[src/rtl/ecap_pkg.sv]
// Shared types and constants for the extended capability list walker.
// Assumes a 4 KiB configuration space, so offsets are 12 bits wide.
package ecap_pkg;
    localparam int          OFF_W     = 12;
    localparam int          WORD_AW   = OFF_W - 2;
    localparam int          SIZE_W    = OFF_W + 1;
    localparam logic [11:0] LIST_BASE = 12'h100;
    localparam logic [11:0] LAST_HDR  = 12'hFF8;
    localparam int          SPACE_B   = 1 << OFF_W;

    typedef struct packed {
        logic [11:0] nxt;
        logic [3:0]  ver;
        logic [15:0] id;
    } ecap_hdr_t;

    typedef enum logic [2:0] {
        ST_IDLE, ST_READ, ST_EVAL, ST_PATCH, ST_PLACE, ST_DONE
    } walk_st_t;
endpackage

[src/rtl/ecap_offset_chk.sv]
// Combinational legality test for a header offset: inside [LO, HI] and
// dword aligned. Assumes LO and HI are themselves aligned.
module ecap_offset_chk #(
    parameter int          OFF_W = 12,
    parameter logic [11:0] LO    = 12'h100,
    parameter logic [11:0] HI    = 12'hFF8
) (
    input  logic [OFF_W-1:0] off,
    output logic             ok
);
    // range and alignment test
    always_comb begin
        ok = (off >= LO) && (off <= HI) && (off[1:0] == 2'b00);
    end
endmodule

[src/rtl/ecap_step_ctr.sv]
// Counts headers read during one walk and flags the read that reaches the
// limit. Assumes clr is raised at command acceptance.
module ecap_step_ctr #(
    parameter int MAX_STEPS = 1024
) (
    input  logic clk,
    input  logic rst_n,
    input  logic clr,
    input  logic inc,
    output logic last
);
    localparam int CW = $clog2(MAX_STEPS + 1);

    logic [CW-1:0] cnt;

    // count completed reads that led to a further hop
    always_ff @(posedge clk) begin
        if (!rst_n || clr) cnt <= '0;
        else if (inc)      cnt <= cnt + 1'b1;
    end

    assign last = (cnt == CW'(MAX_STEPS - 1));
endmodule

[src/rtl/ecap_walker.sv]
// Walks the extended capability header chain for find and append commands.
// Assumes a synchronous memory that returns read data one cycle after the
// request and that nothing else writes the space while busy is high.
module ecap_walker
    import ecap_pkg::*;
#(
    parameter int MAX_STEPS = 1024
) (
    input  logic                clk,
    input  logic                rst_n,
    input  logic                cmd_valid,
    input  logic                cmd_op,
    input  logic [15:0]         cmd_id,
    input  logic [3:0]          cmd_ver,
    input  logic [OFF_W-1:0]    cmd_off,
    input  logic [SIZE_W-1:0]   cmd_size,
    output logic                busy,
    output logic                done,
    output logic                err,
    output logic [OFF_W-1:0]    res_off,
    output logic [OFF_W-1:0]    res_prev,
    output logic                mem_req,
    output logic                mem_we,
    output logic [WORD_AW-1:0]  mem_addr,
    output logic [31:0]         mem_wdata,
    input  logic [31:0]         mem_rdata
);
    walk_st_t         st;
    logic             app_q;
    logic [15:0]      id_q;
    logic [3:0]       ver_q;
    logic [OFF_W-1:0] off_q, cur_q, prev_q, tail_q;
    logic [19:0]      tail_lo_q;
    logic [OFF_W-1:0] res_off_q, res_prev_q;
    logic             err_q;

    ecap_hdr_t        hdr;
    logic             nxt_ok, new_ok, size_ok, step_last, step_inc, accept;

    assign hdr    = ecap_hdr_t'(mem_rdata);
    assign accept = (st == ST_IDLE) && cmd_valid;

    ecap_offset_chk #(.OFF_W(OFF_W), .LO(LIST_BASE), .HI(LAST_HDR)) u_nxt_chk (
        .off (hdr.nxt),
        .ok  (nxt_ok)
    );

    ecap_offset_chk #(.OFF_W(OFF_W), .LO(LIST_BASE), .HI(LAST_HDR)) u_new_chk (
        .off (cmd_off),
        .ok  (new_ok)
    );

    ecap_step_ctr #(.MAX_STEPS(MAX_STEPS)) u_steps (
        .clk   (clk),
        .rst_n (rst_n),
        .clr   (accept),
        .inc   (step_inc),
        .last  (step_last)
    );

    // append region: at least 8 bytes and ending inside the space
    always_comb begin
        size_ok = (cmd_size >= SIZE_W'(8)) &&
                  ((32'(cmd_off) + 32'(cmd_size)) <= 32'(SPACE_B));
    end

    // a further hop is taken when the current header neither ends nor matches
    always_comb begin
        step_inc = (st == ST_EVAL) && !(prev_q == '0 && hdr == '0) &&
                   !(!app_q && hdr.id == id_q) && (hdr.nxt != '0) &&
                   nxt_ok && !step_last;
    end

    // command sequencing and result capture
    always_ff @(posedge clk) begin
        if (!rst_n) begin
            st         <= ST_IDLE;
            app_q      <= 1'b0;
            id_q       <= '0;
            ver_q      <= '0;
            off_q      <= '0;
            cur_q      <= '0;
            prev_q     <= '0;
            tail_q     <= '0;
            tail_lo_q  <= '0;
            res_off_q  <= '0;
            res_prev_q <= '0;
            err_q      <= 1'b0;
        end else begin
            case (st)
                ST_IDLE: begin
                    if (cmd_valid) begin
                        app_q      <= cmd_op;
                        id_q       <= cmd_id;
                        ver_q      <= cmd_ver;
                        off_q      <= cmd_off;
                        cur_q      <= LIST_BASE;
                        prev_q     <= '0;
                        tail_q     <= '0;
                        err_q      <= 1'b0;
                        res_off_q  <= '0;
                        res_prev_q <= '0;
                        if (cmd_op && !(new_ok && size_ok)) begin
                            err_q <= 1'b1;
                            st    <= ST_DONE;
                        end else if (cmd_op && cmd_off == LIST_BASE) begin
                            st <= ST_PLACE;
                        end else begin
                            st <= ST_READ;
                        end
                    end
                end
                ST_READ: st <= ST_EVAL;
                ST_EVAL: begin
                    if (prev_q == '0 && hdr == '0) begin
                        err_q <= app_q;
                        st    <= ST_DONE;
                    end else if (!app_q && hdr.id == id_q) begin
                        res_off_q  <= cur_q;
                        res_prev_q <= prev_q;
                        st         <= ST_DONE;
                    end else if (hdr.nxt == '0) begin
                        if (app_q) begin
                            tail_q    <= cur_q;
                            tail_lo_q <= mem_rdata[19:0];
                            st        <= ST_PATCH;
                        end else begin
                            res_prev_q <= cur_q;
                            st         <= ST_DONE;
                        end
                    end else if (!nxt_ok || step_last) begin
                        err_q <= 1'b1;
                        st    <= ST_DONE;
                    end else begin
                        prev_q <= cur_q;
                        cur_q  <= hdr.nxt;
                        st     <= ST_READ;
                    end
                end
                ST_PATCH: st <= ST_PLACE;
                ST_PLACE: begin
                    res_off_q  <= off_q;
                    res_prev_q <= tail_q;
                    st         <= ST_DONE;
                end
                ST_DONE: st <= ST_IDLE;
                default: st <= ST_IDLE;
            endcase
        end
    end

    // memory port drive per state
    always_comb begin
        mem_req   = 1'b0;
        mem_we    = 1'b0;
        mem_addr  = cur_q[OFF_W-1:2];
        mem_wdata = '0;
        case (st)
            ST_READ:  mem_req = 1'b1;
            ST_PATCH: begin
                mem_req   = 1'b1;
                mem_we    = 1'b1;
                mem_addr  = tail_q[OFF_W-1:2];
                mem_wdata = {off_q, tail_lo_q};
            end
            ST_PLACE: begin
                mem_req   = 1'b1;
                mem_we    = 1'b1;
                mem_addr  = off_q[OFF_W-1:2];
                mem_wdata = {12'h000, ver_q, id_q};
            end
            default: ;
        endcase
    end

    assign busy     = (st != ST_IDLE);
    assign done     = (st == ST_DONE);
    assign err      = err_q;
    assign res_off  = res_off_q;
    assign res_prev = res_prev_q;
endmodule

[config.mk]
export PLATFORM = sky130hd
export DESIGN_NAME = ecap_walker
export DESIGN_NICKNAME = d
export VERILOG_FILES = /design/src/rtl/ecap_pkg.sv /design/src/rtl/ecap_offset_chk.sv /design/src/rtl/ecap_step_ctr.sv /design/src/rtl/ecap_walker.sv
export SDC_FILE = /design/constraint.sdc
export NUM_CORES = 1
export LEC_CHECK = 0
export BUFFER_PORTS_ARGS = -buffer_cell sky130_fd_sc_hd__buf_2
export CAP_MARGIN = 20
export CORE_AREA = 10 10 122 136
export CTS_BUF_LIST = sky130_fd_sc_hd__clkbuf_8 sky130_fd_sc_hd__clkbuf_16
export CTS_CLUSTER_DIAMETER = 100
export DETAILED_ROUTE_END_ITERATION = 8
export DIE_AREA = 0 0 132 146
export PLACE_DENSITY = 0.82
export SYNTH_ARGS = -nofsm -noshare
export SYNTH_HDL_FRONTEND = slang
export SYNTH_HIERARCHICAL = 1
export SYNTH_SLANG_ARGS = --single-unit
[constraint.sdc]
create_clock -name clk -period 6.25 [get_ports clk]
set_input_delay 0.3125 -clock clk [delete_from_list [all_inputs] [get_ports clk]]
set_output_delay 0.3125 -clock clk [all_outputs]
set_load 0.03 [all_outputs]
# --- Yosys cells after proc, flatten, opt, wreduce, memory -nomap -nowiden ---
# Cells that the tools add are included.
word_totals:
  regBits: 128
  output_inout_bits: 71
  in_bits: 81
  word_cells: 133
classes:
  n_mux: 45
  magnitude_cmp: 6
  add_sub_neg: 2
  eq_ne: 21
  n_bitwise: 2
  n_reduce_logical: 44
op_table:
  columns: ["cell", "count"]
  rows:
  - ["$mux W12", 20]
  - ["$pmux W12 S2", 3]
  - ["$pmux W12 S3", 2]
  - ["$pmux W32 S2", 1]
  - ["$logic_not A32 Y1", 1]
  - ["$ge A12 B9 Y1 const B", 2]
  - ["$le A12 B12 Y1 const B", 2]
  - ["$logic_not A12 Y1", 2]
  - ["$mux W3", 8]
  - ["$pmux W10 S2", 1]
  - ["$eq A16 B16 Y1", 1]
  - ["$logic_and A1 B1 Y1", 16]
  - ["$pmux W3 S5", 1]
  - ["$reduce_and A5 Y1", 3]
  - ["$add A12 B13 Y14", 1]
  - ["$le A14 B13 Y1 const B", 1]
  - ["$ge A13 B4 Y1 const B", 1]
  - ["$eq A12 B9 Y1 const B", 1]
  - ["$ne A2 B2 Y1 const B", 6]
  - ["$reduce_and A6 Y1", 2]
  - ["$reduce_bool A12 Y1", 1]
  - ["$add A11 B1 Y11 const B", 1]
  - ["$eq A11 B10 Y1 const B", 1]
  - ["$mux W1", 8]
  - ["19 further kinds", 34]

# --- Longest topological paths before layout ---
# Gate-level depths: netlist (run 1).
depth:
  depth_word: 10
  mapped_depth: 11
  depth_no_buf: 10

# --- By module ---
# Netlist (run 1), hierarchy kept.
modules_own_cells:
  columns: ["module", "seq_area_each_um2", "area_each_um2", "instances", "cells_per_inst"]
  rows:
  - ["ecap_walker", 2342.2, 6198.4, 1, 735]
  - ["ecap_step_ctr", 220.2, 510.5, 1, 57]
  - ["ecap_offset_chk", 0.0, 33.8, 2, 6]

# --- Least setup slack after synthesis (run 1) ---
# Ideal clock, no wire load.
synth_path:
  path_kind: "input port to flip-flop"
  startpoint: "input port cmd_off[0]"
  endpoint: "register st[2]"
  setup_time_ns: 0.070
  required_ns: 6.180
  setup_slack_ns: 3.824
  path_buffers: 0
  arrival_time_ns: 2.356
  cell_stages: 10
  path_cell_list: "ha_1 -> fa_1 -> a211oi_1 -> o21ai_0 -> a221oi_1 -> xnor2_1 -> o21ai_0 -> a21oi_1 -> o21ai_0 -> a21oi_1"
synth_between:
  elab_chain_len: 9
  word_cells_on_any_way: 17
  cone_classes: "1 x add/sub; 3 x order compare; 1 x eq/ne; 4 x mux; 8 x reduce/logical"
synth_rtl:
  columns: ["element", "line", "rtl"]
  rows:
  - ["start, declared", "ecap_walker.sv:15", "input logic [OFF_W-1:0] cmd_off,"]
  - ["$add A12 B13 Y14, or another cell as far along", "ecap_walker.sv:64", "((32'(cmd_off) + 32'(cmd_size)) <= 32'(SPACE_B));"]
  - ["$le A14 B13 Y1 / $logic_and A1 B1 Y1 (equally long branches)", "ecap_walker.sv:64, ecap_offset_chk.sv:13", null]
  - ["$logic_and A1 B1 Y1, on equally long branches", "ecap_walker.sv:63, ecap_offset_chk.sv:13", null]
  - ["$logic_and A1 B1 Y1", "ecap_walker.sv:103", "if (cmd_op && !(new_ok && size_ok)) begin"]
  - ["$logic_not A1 Y1", "ecap_walker.sv:103", null]
  - ["$logic_and A1 B1 Y1", "ecap_walker.sv:103", null]
  - ["$mux W3 *", "ecap_walker.sv:103", null]
  - ["$mux W3 *", "ecap_walker.sv:92", "if (cmd_valid) begin"]
  - ["$pmux W3 S5 *", "ecap_walker.sv:90", "case (st)"]
  - ["end signal, assigned", "ecap_walker.sv:105", "st <= ST_DONE;"]
  - ["end signal, assigned", "ecap_walker.sv:107", "st <= ST_PLACE;"]
  - ["end signal, assigned", "ecap_walker.sv:109", "st <= ST_READ;"]
  - ["end, declared", "ecap_walker.sv:28", "walk_st_t st;"]
# Mark *: on every way between the ends. The rest lies on a longest branch, timed or not. The select of a mux whose other input is x is not followed.
# A chain may end at the register's enable or synchronous reset.

# --- Final worst setup path (run 1) ---
layout_path:
  startpoint: "register id_q[10]"
  endpoint: "register res_off_q[8] (netlist: res_off[8])"
layout_between:
  elab_chain_len: 4
layout_rtl:
  columns: ["element", "line", "rtl"]
  rows:
  - ["start, declared", "ecap_walker.sv:30", "logic [15:0] id_q;"]
  - ["start signal, assigned", "ecap_walker.sv:94", "id_q <= cmd_id;"]
  - ["$eq A16 B16 Y1", "ecap_walker.sv:118", "end else if (!app_q && hdr.id == id_q) begin"]
  - ["$logic_and A1 B1 Y1", "ecap_walker.sv:118", null]
  - ["$ne A2 B1 Y1 (no line)", null, null]
  - ["$reduce_and A4 Y1 (no line)", null, null]
  - ["end signal, assigned", "ecap_walker.sv:119", "res_off_q <= cur_q;"]
  - ["end signal, assigned", "ecap_walker.sv:142", "res_off_q <= off_q;"]
  - ["end, declared", "ecap_walker.sv:34", "logic [OFF_W-1:0] res_off_q, res_prev_q;"]
# No other way between the ends.

==> results.sh, run 1 <==
export IMPL_fin_worst_skew_ns=0.01336
export IMPL_post_cts_resized=0
export IMPL_wirelength_um=21450
export IMPL_whs_path_depth=2
export IMPL_r2r_slack_ns=2.68
export IMPL_synth_edf_count=0
export IMPL_relSlewSlack_pct=31.54
export IMPL_grt_pass1_wl_um=34440
export IMPL_drt_iter0_markers=682
export IMPL_fin_crit_sh_pct=57.13
export IMPL_cts_sinks=128
export IMPL_hold_violations=0
export IMPL_cts_tree="built"
export IMPL_initial_core_util_pct=48.45
export IMPL_area_growth_pct=22.60
export IMPL_power_mw=2.454
export IMPL_cp_arrival_ns=3.87
export IMPL_synthTopCellsByArea="dfxtp_1, nand2_1, mux2i_1, a22o_1, a21boi_0"
export IMPL_rsz0062_at_grt="false"
export IMPL_hp_class="primary input to register"
export IMPL_post_route_util_pct=59.40
export IMPL_htree_levels=4
export IMPL_syn_avg_cell_area_um2=8.428
export IMPL_critPathBufInv=0
export IMPL_tightest_slew_ns=1.027
export IMPL_final_cell_mix="buf_2, dfxtp_1, nand2_1"
export IMPL_diodes=0
export IMPL_layout_min_cycle_time_ns=3.570
export IMPL_route_detailed_drc=0
export IMPL_io_buffer_count=151
export IMPL_numCtsBuffers=17
export IMPL_p_per_area_mw_per_mm2=295.4
export IMPL_vdd_drop_max_uv=173.6
export IMPL_synth_top_cell_area_share_pct=37.81
export IMPL_path_class="register to register"
export IMPL_insertion_delay_ns=0.41
export IMPL_die_w_um=132
export IMPL_fin_setup_tns_ns=0
export IMPL_fmax_mhz=280.1
export IMPL_reg2reg_depth=8
export IMPL_critPathSlowestCell="or4_1"
export IMPL_placedInstanceArea_mm2=0.007594
export IMPL_syn_inst=804
export IMPL_antenna_found_initial=1
export IMPL_dieArea_mm2=0.01927
export IMPL_maxSlewViolCount=0
export IMPL_pwr_share_comb_pct=16.6
export IMPL_rows=46
export IMPL_status="finished clean"
export IMPL_crit_cells=8
export IMPL_yosysWarnings=6
export IMPL_cp_slowest_stage_delay_ns=0.83
export IMPL_crit_family="simple AND/OR/NAND/NOR gates"
export IMPL_nNetsFinal=1020
export IMPL_num_io_pins=152
export IMPL_routedWlPerCell_um=18.98
export IMPL_synth_seq_cells=128
export IMPL_synth_cell_types=55
export IMPL_fin_area_mm2=0.008308
export IMPL_clk_path_buf_depth=2
export IMPL_holdBufCountCts=0
export IMPL_seq_power_share_pct=36.8
export IMPL_viasPerCell=5.914
export IMPL_cts_root_buffer="clkbuf_16"
export IMPL_cap_violations=0
export IMPL_final_common_cell="buf_2"
export IMPL_crit_path_cell_trace="xor2_1 -> nor4_1 -> nand3_1 -> or4_1 -> or3_1 -> a21oi_2 -> nand2_1 -> o211a_1"
export IMPL_internal_power_mw=1.766
export IMPL_synthesis_nets=899
export IMPL_grt_pass1_vias=6537
export IMPL_place_congestion=0.9449
export IMPL_yosysSeqAreaShare_pct=37.81
export IMPL_path_clk_slew_ns=0.06
export IMPL_power_leakage_nw=3.728
export IMPL_via_count=6683
export IMPL_net_switching_power_mw=0.6878
export IMPL_grt_max_degree=99
export IMPL_grt_overflow=0
export IMPL_dp_hpwl_um=15260
export IMPL_grt_usage_pct=21.51
export IMPL_worstPathRequired_ns=6.55
export IMPL_yosys_area_top_type="dfxtp_1"
export IMPL_endpoint_kind="register"
export IMPL_cts_setup_buffers=0
export IMPL_synth_cell_area_mm2=0.006776
export IMPL_pwr_share_clk_pct=46.6
export IMPL_drt_pass1_iter_count=5
export IMPL_ys_flop_type="dfxtp_1"
export IMPL_die_height_um=146
export IMPL_start_kind="register"
export IMPL_finalSetupViolCount=0
export IMPL_drive_above_1_share_pct=21.96
export IMPL_ant_nets=0
export IMPL_coreArea_mm2=0.01399
export IMPL_swShare_pct=28.03
export IMPL_crit_path_max_fanout=24
export IMPL_async_flop_share_pct=0
==> metal layers <==
| metal | GRT usage (%) | routed length, µm |
|---|---|---|
| met1 | 27.58 | 9270 |
| met2 | 33.43 | 9709 |
| met3 | 4.903 | 1707 |
| met4 | 10.08 | 743 |
| met5 | 0 | 18 |
==> power groups by stage <==
| stage | Sequential (mW) | Clock [mW] | Combinational, mW |
|---|---|---|---|
| floorplan | 0.941 | 0 | 0.242 |
| finish | 0.903 | 1.14 | 0.408 |
| global route | 0.909 | 1.18 | 0.447 |
| global placement | 0.918 | 0 | 0.393 |
| detailed placement | 0.918 | 0 | 0.398 |
| CTS | 0.902 | 1.15 | 0.400 |
==> cells in the mapped netlist, types with 6 or more instances <==
cell / n
dfxtp_1: 128
nand2_1: 117
a21boi_0: 46
a22o_1: 43
clkbuf_1: 43
nor2_1: 41
mux2i_1: 38
nand3_1: 36
a21oi_1: 31
nor2b_1: 27
a22oi_1: 23
nor4_1: 23
o21ai_0: 22
xor2_1: 16
and3_1: 14
ha_1: 13
inv_1: 12
nand4_1: 12
o211a_1: 12
nor3_1: 10
a21oi_2: 9
o21ai_1: 8
xnor2_1: 7
nand2b_1: 6
==> layout make-up <==
class	count	area, µm²
timing repair buffer	159	835.8
sequential	128	2562
clock inverter	13	234.0
inverter	13	48.80
tap	192	240.2
multi-input combinational	606	3934
fill	1257	5678
clock buffer	19	452.9
==> cell families (layout without fill, tap and decap cells) <==
group                    Yosys count  after routing  synth area share, %
AND/OR/NAND/NOR                  304            304                21.82
AO/OA/AOI/OAI                    227            227                24.82
flip-flops                       128            128                37.81
buffers and inverters             70            204                4.265
multiplexers                      38             38                5.613
XOR/XNOR                          23             23                2.973
adder cells (fa/ha/maj)           14             14                2.696
==> path summary, 6_finish.rpt <==
path	startpoint	endpoint
worst max-delay path	id_q[10]	res_off[8]
worst max register to register	id_q[10]	res_off[8]
worst min register to register	ver_q[2]	ver_q[2]
worst min-delay path	mem_rdata[21]	cur_q[1]
==> flip-flops by register name (all words and copies together) (netlist names) <==
| name | cells |
|---|---|
| tail_lo_q | 20 |
| id_q | 16 |
| cur_q | 12 |
| off_q | 12 |
| prev_q | 12 |
| res_off | 12 |
| res_prev | 12 |
| tail_q | 12 |
| u_steps/cnt | 11 |
| ver_q | 4 |
| st | 3 |
| app_q | 1 |
| err | 1 |
==> per-stage QoR <==
stage	hold WS (ns)	std cells	setup slack [ns]
6_report	0.1592	1130	2.680
5_1_grt	0.1611	1130	2.430
4_1_cts	0.1497	1129	2.725
3_5_place_dp	0.4596	1097	2.661
3_3_place_gp	0.4533	1097	2.739
2_1_floorplan	0.4380	804	3.824
Power figures use the tool's default switching activity.
==> run 2, diff against run 1 <==
==> constraint.sdc (replaced) <==
create_clock -name clk -period 3.3 [get_ports clk]
set_input_delay 0.165 -clock clk [delete_from_list [all_inputs] [get_ports clk]]
set_output_delay 0.165 -clock clk [all_outputs]
set_load 0.03 [all_outputs]
==> run 2 against run 1 <==
Compared with the run above: register-to-register slack got worse by 2.2 ns; combinational power increased by 91%; routed wire length increased by 1.7%; sequential power increased by 89%; power up 75%; utilization up 0.35 points; worst hold slack worse by 0.15 ns; clock skew grew 0.0032 ns; non-clock buffer count rose by 19; worst setup slack got worse by 2.4 ns; critical path type is now primary input to register; critical path depth rose by 1; critical endpoint is now tail_q[10].
==> results.sh, run 2 (synthesized netlist as in run 1, its figures left out) <==
export IMPL_power_leakage_nw=3.767
export IMPL_top_register="tail_lo_q"
export IMPL_viasPerCell=5.961
export IMPL_nNetsFinal=1039
export IMPL_finalSetupViolCount=0
export IMPL_final_common_cell="buf_2"
export IMPL_numCtsBuffers=17
export IMPL_die_height_um=146
export IMPL_fin_ws_ns=0.2922
export IMPL_rows=46
export IMPL_place_congestion=0.8943
export IMPL_stdcell_count=1148
export IMPL_area_growth_pct=23.32
export IMPL_routedWlPerCell_um=19.01
export IMPL_crit_path_max_fanout=14
export IMPL_coreArea_mm2=0.01399
export IMPL_post_route_util_pct=59.75
export IMPL_ant_nets=0
export IMPL_grt_usage_pct=21.76
export IMPL_p_per_area_mw_per_mm2=512.9
export IMPL_hold_violations=0
export IMPL_fin_worst_skew_ns=0.01660
export IMPL_rsz0062_at_grt="false"
export IMPL_cts_tree="built"
export IMPL_clk_path_buf_depth=2
export IMPL_start_kind="primary input"
export IMPL_vdd_drop_max_uv=276.1
export IMPL_fin_crit_sh_pct=91.15
export IMPL_path_class="primary input to register"
export IMPL_grt_pass1_wl_um=34410
export IMPL_largest_reg_flops=20
export IMPL_antenna_found_initial=1
export IMPL_hp_class="primary input to register"
export IMPL_net_switching_power_mw=1.258
export IMPL_pwr_share_comb_pct=18.2
export IMPL_route_detailed_drc=0
export IMPL_fin_setup_tns_ns=0
export IMPL_status="finished clean"
export IMPL_layout_min_cycle_time_ns=3.008
export IMPL_insertion_delay_ns=0.42
export IMPL_internal_power_mw=3.028
export IMPL_maxSlewViolCount=0
export IMPL_cts_root_buffer="clkbuf_16"
export IMPL_dp_cells=1106
export IMPL_cp_arrival_ns=3.33
export IMPL_initial_core_util_pct=48.45
export IMPL_drt_iter0_markers=750
export IMPL_tightest_slew_ns=0.8133
export IMPL_htree_levels=4
export IMPL_swShare_pct=29.34
export IMPL_grt_overflow=0
export IMPL_grt_max_degree=56
export IMPL_cap_violations=0
export IMPL_fmax_mhz=332.5
export IMPL_endpoint_kind="register"
export IMPL_reg_top3="tail_lo_q x20, id_q x16"
export IMPL_num_io_pins=152
export IMPL_relSlewSlack_pct=45.78
export IMPL_dieArea_mm2=0.01927
export IMPL_dp_hpwl_um=15620
export IMPL_die_w_um=132
export IMPL_wirelength_um=21820
export IMPL_io_buffer_count=151
export IMPL_grt_pass1_vias=6458
export IMPL_pwr_share_clk_pct=41.8
export IMPL_worstPathRequired_ns=3.62
export IMPL_diodes=0
export IMPL_post_place_ws_ns=0.5394
export IMPL_cts_sinks=128
export IMPL_drt_pass1_iter_count=5
export IMPL_seq_power_share_pct=39.9
export IMPL_via_count=6843
export IMPL_drive_above_1_share_pct=22.18
export IMPL_final_cell_mix="buf_2, dfxtp_1, nand2_1"
export IMPL_path_clk_slew_ns=0.05
run 2: cell types whose count changed in the layout (fill, tap and decap cells not counted):
cell / change
dlygate4sd3_1: +11
clkinv_4: -1
clkinv_2: +4
buf_16: -1
inv_1: +1
buf_4: +8
inv_6: -1
buf_12: +1
bufinv_16: -4
run 2: power by group through the flow:
stage / registers [mW] / logic, mW / clock network (mW)
6_report: 1.71 / 0.781 / 1.79
5_1_grt: 1.72 / 0.852 / 1.90
4_1_cts: 1.71 / 0.774 / 1.82
3_5_place_dp: 1.74 / 0.761 / 0
3_3_place_gp: 1.74 / 0.752 / 0
2_1_floorplan: 1.78 / 0.459 / 0
run 2: final cells by class:
type	instances	area (µm²)
clock buffers	19	452.9
inverters	13	48.80
repair buffers	178	998.5
well taps	192	240.2
clock inverters	12	120.1
fillers	1261	5629
multi-input cells	606	3934
flip-flops and latches	128	2562
run 2: through the flow:
stage                     power [mW]  hold slack, ns  area, µm²
after detailed placement       2.501          0.4142       7674
after CTS                      4.308       0.0008538       8357
final                          4.286        0.008636       8357
after global placement         2.491          0.4159       7674
after global routing           4.469        0.007046       8357
after floorplan                2.241          0.2905       6777
run 2: worst max-delay path: stages:
cell and delay (ns):
dlygate4sd3_1 0.54, buf_2 0.15, nor4_1 0.54, nand3_1 0.30, nor2_1 0.27, nand3_2 0.42
nand2_1 0.55, nand3_1 0.16, a21boi_0 0.25
run 2: final timing paths:
path | depth (start not counted) | startpoint | end | slack (ns)
min | 3 | cmd_id[3] | id_q[3] | 0.009
max | 9 | mem_rdata[20] | tail_q[10] | 0.29
min reg2reg | 2 | ver_q[2] | ver_q[2] | 0.46
max reg2reg | 9 | u_steps/cnt[0] | cur_q[5] | 0.47
run 2: repair_timing:
item,in CTS,in global routing
gates resized for setup,0,0
endpoints found under the hold margin,11,0
hold buffers,11,0
setup buffers,0,0
run 2: routing by layer:
metal / share of wire [%] / global-route usage (%) / vias up
met5: 0.082 / 0 / -
met3: 9.5 / 6.526 / 81
met4: 4.6 / 12.19 / 2
met1: 41 / 26.60 / 3139
li1: - / - / 3217
met2: 45 / 33.36 / 404
==> run 3, diff against run 2 <==
--- a/config.mk
+++ b/config.mk
@@ -7,12 +7,14 @@
 export LEC_CHECK = 0
 export BUFFER_PORTS_ARGS = -buffer_cell sky130_fd_sc_hd__buf_2
 export CAP_MARGIN = 20
-export CORE_AREA = 10 10 122 136
+export CELL_PAD_IN_SITES_DETAIL_PLACEMENT = 1
+export CELL_PAD_IN_SITES_GLOBAL_PLACEMENT = 2
+export CORE_AREA = 10 10 150 166
 export CTS_BUF_LIST = sky130_fd_sc_hd__clkbuf_8 sky130_fd_sc_hd__clkbuf_16
 export CTS_CLUSTER_DIAMETER = 100
 export DETAILED_ROUTE_END_ITERATION = 8
-export DIE_AREA = 0 0 132 146
-export PLACE_DENSITY = 0.82
+export DIE_AREA = 0 0 160 176
+export PLACE_DENSITY = 0.88
 export SYNTH_ARGS = -nofsm -noshare
 export SYNTH_HDL_FRONTEND = slang
 export SYNTH_HIERARCHICAL = 1
==> run 3 against run 2 <==
Compared with the run above: critical path depth rose by 1; largest cell class unchanged; first-iteration DRC count decreased by 45%; largest power group unchanged; cell count is 9.8% higher; sequential cell count did not move; design area grew 2.9%; critical endpoint is now tail_q[11]; critical path type unchanged; worst hold slack better by 0.0054 ns.
==> results.sh, run 3 (synthesized netlist as in run 1, its figures left out) <==
export IMPL_p_per_area_mw_per_mm2=519.1
export IMPL_insertion_delay_ns=0.42
export IMPL_drt_pass1_iter_count=5
export IMPL_io_buffer_count=151
export IMPL_cp_slowest_stage_delay_ns=0.65
export IMPL_vdd_drop_max_uv=348.6
export IMPL_layout_min_cycle_time_ns=3.078
export IMPL_viasPerCell=5.310
export IMPL_area_growth_pct=26.86
export IMPL_maxSlewViolCount=0
export IMPL_diodes=0
export IMPL_path_class="primary input to register"
export IMPL_reg_top3="tail_lo_q x20, id_q x16"
export IMPL_finalSetupViolCount=0
export IMPL_rsz0062_at_grt="false"
export IMPL_numCtsBuffers=17
export IMPL_cts_tree="built"
export IMPL_path_common_cell="nand3_1"
export IMPL_die_height_um=176
export IMPL_fmax_mhz=324.9
export IMPL_clk_path_buf_depth=2
export IMPL_power_leakage_nw=3.809
export IMPL_grt_usage_pct=17.43
export IMPL_nNetsFinal=1048
export IMPL_route_detailed_drc=0
export IMPL_die_w_um=160
export IMPL_grt_pass1_vias=6844
export IMPL_top_register="tail_lo_q"
export IMPL_place_congestion=0.8292
export IMPL_hp_class="primary input to register"
export IMPL_n_fill_cell=2681
export IMPL_hold_violations=0
export IMPL_coreArea_mm2=0.02168
export IMPL_num_io_pins=152
export IMPL_rows=57
export IMPL_crit_path_cell_trace="dlygate4sd3_1 -> buf_2 -> nor4_1 -> nand3_1 -> nor3_1 -> nor2_1 -> nand3_2 -> nand2_1 -> nand3_1 -> a21boi_0"
export IMPL_grt_pass1_wl_um=39560
export IMPL_critPathSlowestCell="nor4_1"
export IMPL_tightest_slew_ns=0.9123
export IMPL_status="finished clean"
export IMPL_fin_worst_skew_ns=0.01002
export IMPL_start_kind="primary input"
export IMPL_fin_hold_ws_ns=0.01405
export IMPL_final_common_cell="buf_2"
export IMPL_htree_levels=4
export IMPL_initial_core_util_pct=31.26
export IMPL_dp_hpwl_um=18750
export IMPL_antenna_found_initial=0
export IMPL_relSlewSlack_pct=38.96
export IMPL_cap_violations=0
export IMPL_cp_arrival_ns=3.37
export IMPL_drive_above_1_share_pct=22.49
export IMPL_largest_reg_flops=20
export IMPL_crit_path_max_fanout=14
export IMPL_endpoint_kind="register"
export IMPL_dieArea_mm2=0.02816
export IMPL_worstPathRequired_ns=3.59
export IMPL_fin_setup_tns_ns=0
export IMPL_path_clk_slew_ns=0.06
export IMPL_routedWlPerCell_um=20.11
export IMPL_grt_overflow=0
export IMPL_cts_sinks=128
export IMPL_wirelength_um=25340
export IMPL_final_cell_mix="buf_2, dfxtp_1, nand2_1"
export IMPL_via_count=6691
export IMPL_cts_root_buffer="clkbuf_16"
export IMPL_drt_iter0_markers=410
export IMPL_fin_crit_sh_pct=93.27
export IMPL_grt_max_degree=56
export IMPL_ant_nets=0
-- run 3: report_power, final --
part           internal (mW)  switching [mW]  total, mW  leakage (nW)
registers               1.63          0.0769       1.70          1.04
logic                  0.276           0.551      0.827          2.48
clock network           1.20           0.728       1.93         0.288
-- run 3: cell type report --
cell class	instances	area [µm²]	area share, %
Timing Repair Buffer	187	1081	12.57
Sequential cell	128	2562	29.81
Inverter	13	48.80	0.5676
Tap cell	295	369.1	4.293
Clock inverter	13	162.7	1.892
Clock buffer	18	439.2	5.108
Multi-Input combinational cell	606	3934	45.76
-- run 3: what timing repair did --
item | CTS | global route
endpoints found under the setup margin | 0 | 0
hold buffers | 16 | 1
setup buffers | 0 | 0
resized for setup | 0 | 0
endpoints found under the hold margin | 16 | 1
-- run 3: path summary, 6_finish.rpt --
| path | slack, ns | cells after the start | start | endpoint |
|---|---|---|---|---|
| setup / recovery | 0.22 | 10 | mem_rdata[27] | tail_q[11] |
| hold / removal | 0.01 | 3 | cmd_ver[0] | ver_q[0] |
| setup reg to reg | 0.47 | 10 | id_q[14] | u_steps/cnt[7] |
| hold reg to reg | 0.47 | 2 | ver_q[3] | ver_q[3] |
-- run 3: metal layers --
layer / up-vias / GRT usage [%] / part of all wire [%]
met5: - / 0 / 0
met4: 0 / 4.786 / 1.6
met3: 24 / 3.960 / 5.1
met2: 192 / 28.65 / 47
met1: 3247 / 22.51 / 46
li1: 3228 / - / -
-- run 3: worst max-delay path, delay by kind of cell --
| kind | cells | cell delay (ns) |
|---|---|---|
| buffers and inverters | 2 | 0.71 |
| and+or+nand+nor | 7 | 2.39 |
| AOI/OAI and AO/OA | 1 | 0.09 |
-- run 3: through the flow --
| step | cells | total power [mW] | worst slack (ns) | utilization, % | cell area [µm²] |
|---|---|---|---|---|---|
| after floorplan | 804 | 2.241 | 0.9086 | - | 6777 |
| after global placement | 1212 | 2.534 | 0.3929 | 36.09 | 7825 |
| after detailed placement | 1212 | 2.547 | 0.4201 | 36.09 | 7825 |
| after CTS | 1259 | 4.504 | 0.3154 | 39.61 | 8587 |
| after global routing | 1260 | 4.664 | 0.1003 | 39.65 | 8597 |
| final | 1260 | 4.463 | 0.2221 | 39.65 | 8597 |
